==> config.mk <==
export PLATFORM = sky130hd
export DESIGN_NAME = sig_quality_ind
export DESIGN_NICKNAME = d
export VERILOG_FILES = /design/src/rtl/sig_quality_ind.sv
export SDC_FILE = /design/constraint.sdc
export NUM_CORES = 1
export LEC_CHECK = 0
export CORE_MARGIN = 2
export CORE_UTILIZATION = 53
export CTS_CLUSTER_DIAMETER = 150
export DETAILED_ROUTE_END_ITERATION = 8
export GPL_ROUTABILITY_DRIVEN = 0
export PLACE_DENSITY = 0.83
export RECOVER_POWER = 50
export SLEW_MARGIN = 20
export SYNTH_ARGS = -nofsm -noshare
export SYNTH_HDL_FRONTEND = slang
export SYNTH_SLANG_ARGS = --single-unit
==> constraint.sdc <==
create_clock -name clk -period 4.55 [get_ports clk]
set_input_delay 0.91 -clock clk [delete_from_list [all_inputs] [get_ports clk]]
set_output_delay 0.91 -clock clk [all_outputs]
set_load 0.01 [all_outputs]
==> src/rtl/sig_quality_ind.sv <==
module sig_quality_ind #(
  parameter int unsigned W         = 16,
  parameter logic [W-1:0] THR_E5   = 16'h0200,
  parameter logic [W-1:0] THR_E6   = 16'h0100,
  parameter logic [W-1:0] THR_E4   = 16'h0400,
  parameter logic [W-1:0] THR_E3   = 16'h0800,
  parameter int unsigned CLK_KHZ   = 125000,
  parameter int unsigned TOGGLE_US = 1660
) (
  input  logic         clk,
  input  logic         rst_n,
  input  logic [W-1:0] mse,
  input  logic         mse_valid,
  input  logic [1:0]   thr_sel,
  input  logic         qam_dpsk,
  input  logic         conv_lost,
  output logic         sq_bad
);
  localparam int unsigned TICKS = CLK_KHZ * TOGGLE_US / 1000;
  localparam int unsigned CW    = (TICKS > 2) ? $clog2(TICKS) : 1;
  localparam logic [CW-1:0] LAST = CW'(TICKS - 1);

  logic [W-1:0]  thr;
  logic          over;
  logic          degraded;
  logic [CW-1:0] cnt;
  logic          sq_q;

  always_comb begin
    unique case (thr_sel)
      2'b00: thr = THR_E5;
      2'b01: thr = THR_E6;
      2'b10: thr = THR_E4;
      default: thr = THR_E3;
    endcase
  end

  assign over   = (mse >= thr);
  assign sq_bad = sq_q;

  always_ff @(posedge clk) begin
    if (!rst_n || !qam_dpsk) begin
      sq_q     <= 1'b0;
      degraded <= 1'b0;
      cnt      <= '0;
    end else if (conv_lost) begin
      sq_q     <= 1'b1;
      degraded <= 1'b0;
      cnt      <= '0;
    end else if (mse_valid && !over) begin
      sq_q     <= 1'b0;
      degraded <= 1'b0;
      cnt      <= '0;
    end else if (mse_valid && !degraded) begin
      sq_q     <= 1'b1;
      degraded <= 1'b1;
      cnt      <= '0;
    end else if (degraded) begin
      if (cnt == LAST) begin
        cnt  <= '0;
        sq_q <= ~sq_q;
      end else begin
        cnt <= cnt + 1'b1;
      end
    end else begin
      sq_q <= 1'b0;
    end
  end
endmodule


# Word-level counts from Yosys, hierarchy flattened
# Index checks and enable logic that the tools add are counted.
dict set report word_totals {
  reg_bits 20
  latch_bits 0
  ramBits 0
  rom_bits 0
  input_bits 23
  output_inout_bits 1
  word_cells 27
  mem_count 0
}
dict set report op_classes {
  addsub 1
  multipliers 0
  div 0
  n_lt_le_gt_ge 1
  n_eq_ne 4
  shift 0
  n_mux 7
  bitwise 1
  reduce_logical 10
}
# cell n
set ops {}
lappend ops {{12-bit case mux with 3 select lines} 1}
lappend ops {{18-bit by 1-bit adder with 18-bit output (second input constant)} 1}
lappend ops {{18-bit == test (second input constant)} 1}
lappend ops {{18-bit two-way mux} 1}
lappend ops {{16-bit >= comparator} 1}
lappend ops {{1-bit two-way mux} 5}
lappend ops {{5-bit by 2-bit != test with 1-bit output (second input constant)} 1}
lappend ops {{1-bit logical NOT} 4}
lappend ops {{4-bit OR reduction} 1}
lappend ops {{3-bit OR reduction} 1}
lappend ops {{2-bit by 1-bit == test with 1-bit output (second input constant)} 1}
lappend ops {{2-bit == test (second input constant)} 1}
lappend ops {{1-bit logical AND} 2}
lappend ops {{2-bit logical NOT} 1}
lappend ops {{1-bit logical OR} 1}
lappend ops {{1-bit inverter} 1}

# Depth between registers and ports, before layout
dict set report logic_depth {
  word_depth 7
  depth_mapped 9
  mapped_depth_nobuf 7
}

# Least setup slack after synthesis
# No wires, ideal clock.
dict set report synth_path {
  path_type {input to register}
  startpoint {in thr_sel[1]}
  endpoint {reg cnt[3]}
  setup_time_ns 0.064
  arrival_ns 2.764
  t_required_ns 4.486
  slack_ns 1.722
  stages 9
  n_path_buf 2
  path_cell_list {or2_2 > ha_1 > nor4b_1 > nand3_1 > a311o_2 > a211o_1 > buf_6 > buf_12 > nor2_1}
}
dict set report synth_via {
  elab_chain_cells 6
  word_cells_on_any_way 8
  cone_classes {order compare: 1; eq/ne: 2; mux: 1; reduce/logical: 4}
}
# item line_no
set synth_lines {}
lappend synth_lines {{start, declared} 14} ;# input logic [1:0] thr_sel,
lappend synth_lines {{2-bit == test (tied with other cells)} 30} ;# unique case (thr_sel)
lappend synth_lines {{12-bit case mux with 3 select lines (*)} 30}
lappend synth_lines {{16-bit >= comparator (*)} 38} ;# assign over = (mse >= thr);
lappend synth_lines {{1-bit logical NOT (*)} 50} ;# end else if (mse_valid && !over) begin
lappend synth_lines {{1-bit logical AND (*)} 50}
lappend synth_lines {{4-bit OR reduction (no line) (*)} --}
lappend synth_lines {{end signal, assigned} 63} ;# cnt <= cnt + 1'b1;
lappend synth_lines {{end, declared} 26} ;# logic [CW-1:0] cnt;
# Mark *: on every way between the ends. The rest lies on a longest branch, timed or not.
# A chain may end at the register's enable or synchronous reset.

# Final worst setup path
dict set report layout_path {
  startpoint {in thr_sel[1]}
  endpoint {reg cnt[6]}
}
# Same word-level chain as after synthesis.

==> impl_metrics.env <==
export IMPL_outcome="complete, no violations"
export IMPL_via_per_inst=5.31
export IMPL_io_pins=24
export IMPL_wl_met1_um=1100
export IMPL_coreArea_um2=1980
export IMPL_reg2reg_to="cnt[6]"
export IMPL_die_area_um2=2490
export IMPL_drc=0
export IMPL_clock_sinks=20
export IMPL_finalWorstSetupSlack_ns=1.30
export IMPL_cp_slowest_cell="dlygate4sd3_1"
export IMPL_hold_viol=0
export IMPL_dp_slack_ns=1.09
export IMPL_syn_num_nets=154
export IMPL_rr_worst_depth=5
export IMPL_vias=939
export IMPL_dr_wl_met3_um=128
export IMPL_endpoint_kind="register"
export IMPL_routedWlPerCell_um=12.6
export IMPL_relSlewSlack_pct=64.1
export IMPL_drt_antenna_violating_nets=0
export IMPL_slew_violations=0
export IMPL_syn_area_um2=1110
export IMPL_skew_ns=0.0105
export IMPL_synth_distinct_cells=33
export IMPL_grt_pass1_wl_um=3950
export IMPL_dr_max_layer_used="met4"
export IMPL_synth_seq_cells=20
export IMPL_crit_path_end="cnt[6]"
export IMPL_area_delta_synth_final_pct=23.7
export IMPL_post_cts_buffers=0
export IMPL_overflow=0
export IMPL_tns_ns=0
export IMPL_syn_avg_cell_area_um2=8.85
export IMPL_nets=179
export IMPL_path_max_fanout=17
export IMPL_path_class="in2reg"
export IMPL_clockBufferDepth=2
export IMPL_tightest_slew_ns=0.539
export IMPL_drtPass1Iterations=4
export IMPL_port_buffers=23
export IMPL_crit_chain="dlygate4sd3_1 > or2_2 > ha_1 > nor4b_1 > nand3_1 > a311o_2 > a211o_1 > nor2_1"
export IMPL_cellPowerDensity_nw_per_um2=228
export IMPL_h_tree_depth=1
export IMPL_min_period_over_period_pct=71.5
export IMPL_critical_path_startpoint="thr_sel[1]"
export IMPL_path_clk_slew_ns=0.11
export IMPL_layout_drive_gt1_share_pct=5.33
export IMPL_async_reset_ff_share_pct=0
export IMPL_die_w_um=49.9
export IMPL_yosysSeqAreaShare_pct=35.9
export IMPL_cts_tree="done"
export IMPL_synth_top_cell_area_share_pct=35.9
export IMPL_antenna_found_initial=0
export IMPL_diodes=0
export IMPL_peakVddDrop_mv=0.202
export IMPL_drtIter0Drc=19
export IMPL_cts_buffers=3
export IMPL_dp_hpwl_um=1700
export IMPL_crit_cells=8
export IMPL_yosys_area_top_type="dfxtp_1"
export IMPL_setup_worst_path_start_class="input pin"
export IMPL_setup_viol_count_final=0
export IMPL_holdWs_ns=0.488
export IMPL_grt_max_degree=18
export IMPL_rrSetupSlack_ns=2.69
export IMPL_worst_path_dominant_cell_family="compound AO/OA/AOI/OAI gates"
export IMPL_cp_slowest_stage_delay_ns=0.59
export IMPL_period_needed_ns=3.25
export IMPL_final_fill_count=165
export IMPL_routed_wl_um=2220
export IMPL_rsz0062_at_grt="no"
export IMPL_fmax_ghz=0.307
export IMPL_cp_required_ns=4.78
export IMPL_leakage_nw=0.449
export IMPL_wl_met2_um=990
export IMPL_ys_flop_type="dfxtp_1"
export IMPL_rows=16
export IMPL_timing_rr_start="cnt[16]"
export IMPL_synthCells=126
export IMPL_die_h_um=49.9
export IMPL_cp_buffers_inverters=1
export IMPL_track_usage_pct=20.7
export IMPL_root_buffer="clkbuf_4"
export IMPL_synth_edf_count=0
export IMPL_ctsResizeCount=0
export IMPL_holdBufCountCts=0
export IMPL_ys_warn_count=0
export IMPL_start_util_pct=56.2
export IMPL_first_global_vias=869
export IMPL_hold_class="reg2reg"
export IMPL_clk_latency_ns=0.30
export IMPL_crit_arrival_ns=3.49
export IMPL_synthTopCellsByArea="dfxtp_1 36%, xnor2_1 9.4%, nor2_1 8.8%"
export IMPL_timing_max_cap_violations=0
-- state kept, by name, summed over array words and instances, names as in the netlist --
register  flops
cnt          18
degraded      1
sq_bad        1
-- cells in the final DEF, fill, tap and decap left out, drive strengths merged, types with 4 or more instances in the layout --
cell           instances
and3                   4
clkbuf                 4
clkdlybuf4s50         21
dfxtp                 20
ha                     5
nand2                 10
nand3                  5
nand4                  4
nor2                  26
xnor2                 12
xor2                   6
-- cells by family (layout without fill, tap and decap cells) --
kind of cell / after synthesis / in the layout / share of synthesized area (%)
AOI/OAI and AO/OA: 7 / 7 / 6.73
xor gates and xnor gates: 18 / 18 / 14.1
adders and majority gates: 5 / 5 / 5.61
buffers and inverters: 6 / 30 / 4.26
DFF: 20 / 20 / 35.9
and+or+nand+nor: 70 / 70 / 33.3
-- worst register-to-register path, stage by stage, from the launching register on --
cell and delay [ns]:
dfxtp_1 0.39, nor4bb_1 0.38, nand4_1 0.14, nor2_1 0.20, a211o_1 0.51, nor2_1 0.11
-- synthesized netlist by cell type, types with 2 or more instances --
cell type	n
nor2_1	26
dfxtp_1	20
xnor2_1	12
nand2_1	10
xor2_1	6
ha_1	5
nand3_1	5
and3_1	4
nand4_1	4
and4_1	3
inv_1	3
nor2b_1	3
nor3_1	3
nor4b_1	2
nor4bb_1	2
-- final cells by class --
class	instances	area [um2]	share of cell area, %
Multi-Input combinational cell	100	667	48.4
Sequential cell	20	400	29.0
Timing Repair Buffer	23	230	16.7
Clock buffer	4	36.3	2.63
Tap cell	27	33.8	2.45
Inverter	3	11.3	0.817
-- where the power goes --
part	leakage, nW	switching (mW)	internal [mW]
sequential	0.161	0.000988	0.176
clock	0.0210	0.0512	0.0489
combinational	0.267	0.0130	0.0244
-- through the flow --
stage	utilization [%]	cells	power [mW]	area [um2]
2_1_floorplan	-	126	0.196	1110
3_3_place_gp	67.7	173	0.217	1340
3_5_place_dp	67.7	173	0.218	1340
4_1_cts	69.6	177	0.319	1380
5_1_grt	69.6	177	0.334	1380
6_report	69.6	177	0.314	1380
-- worst min path at each step --
stage / from / cells past startpoint / slack [ns] / endpoint
after floorplan: cnt[1] / 2 / 0.45 / cnt[1]
after global placement: cnt[1] / 2 / 0.47 / cnt[1]
after detailed placement: cnt[1] / 2 / 0.47 / cnt[1]
after CTS: cnt[1] / 2 / 0.49 / cnt[1]
after global routing: cnt[1] / 2 / 0.53 / cnt[1]
final: cnt[1] / 2 / 0.49 / cnt[1]
-- layer usage --
metal	track usage, %	up-vias
met5	0	-
met3	5.76	2
met2	32.7	21
met1	28.1	429
li1	-	487
met4	4.63	0
Power figures use the tool's default switching activity.
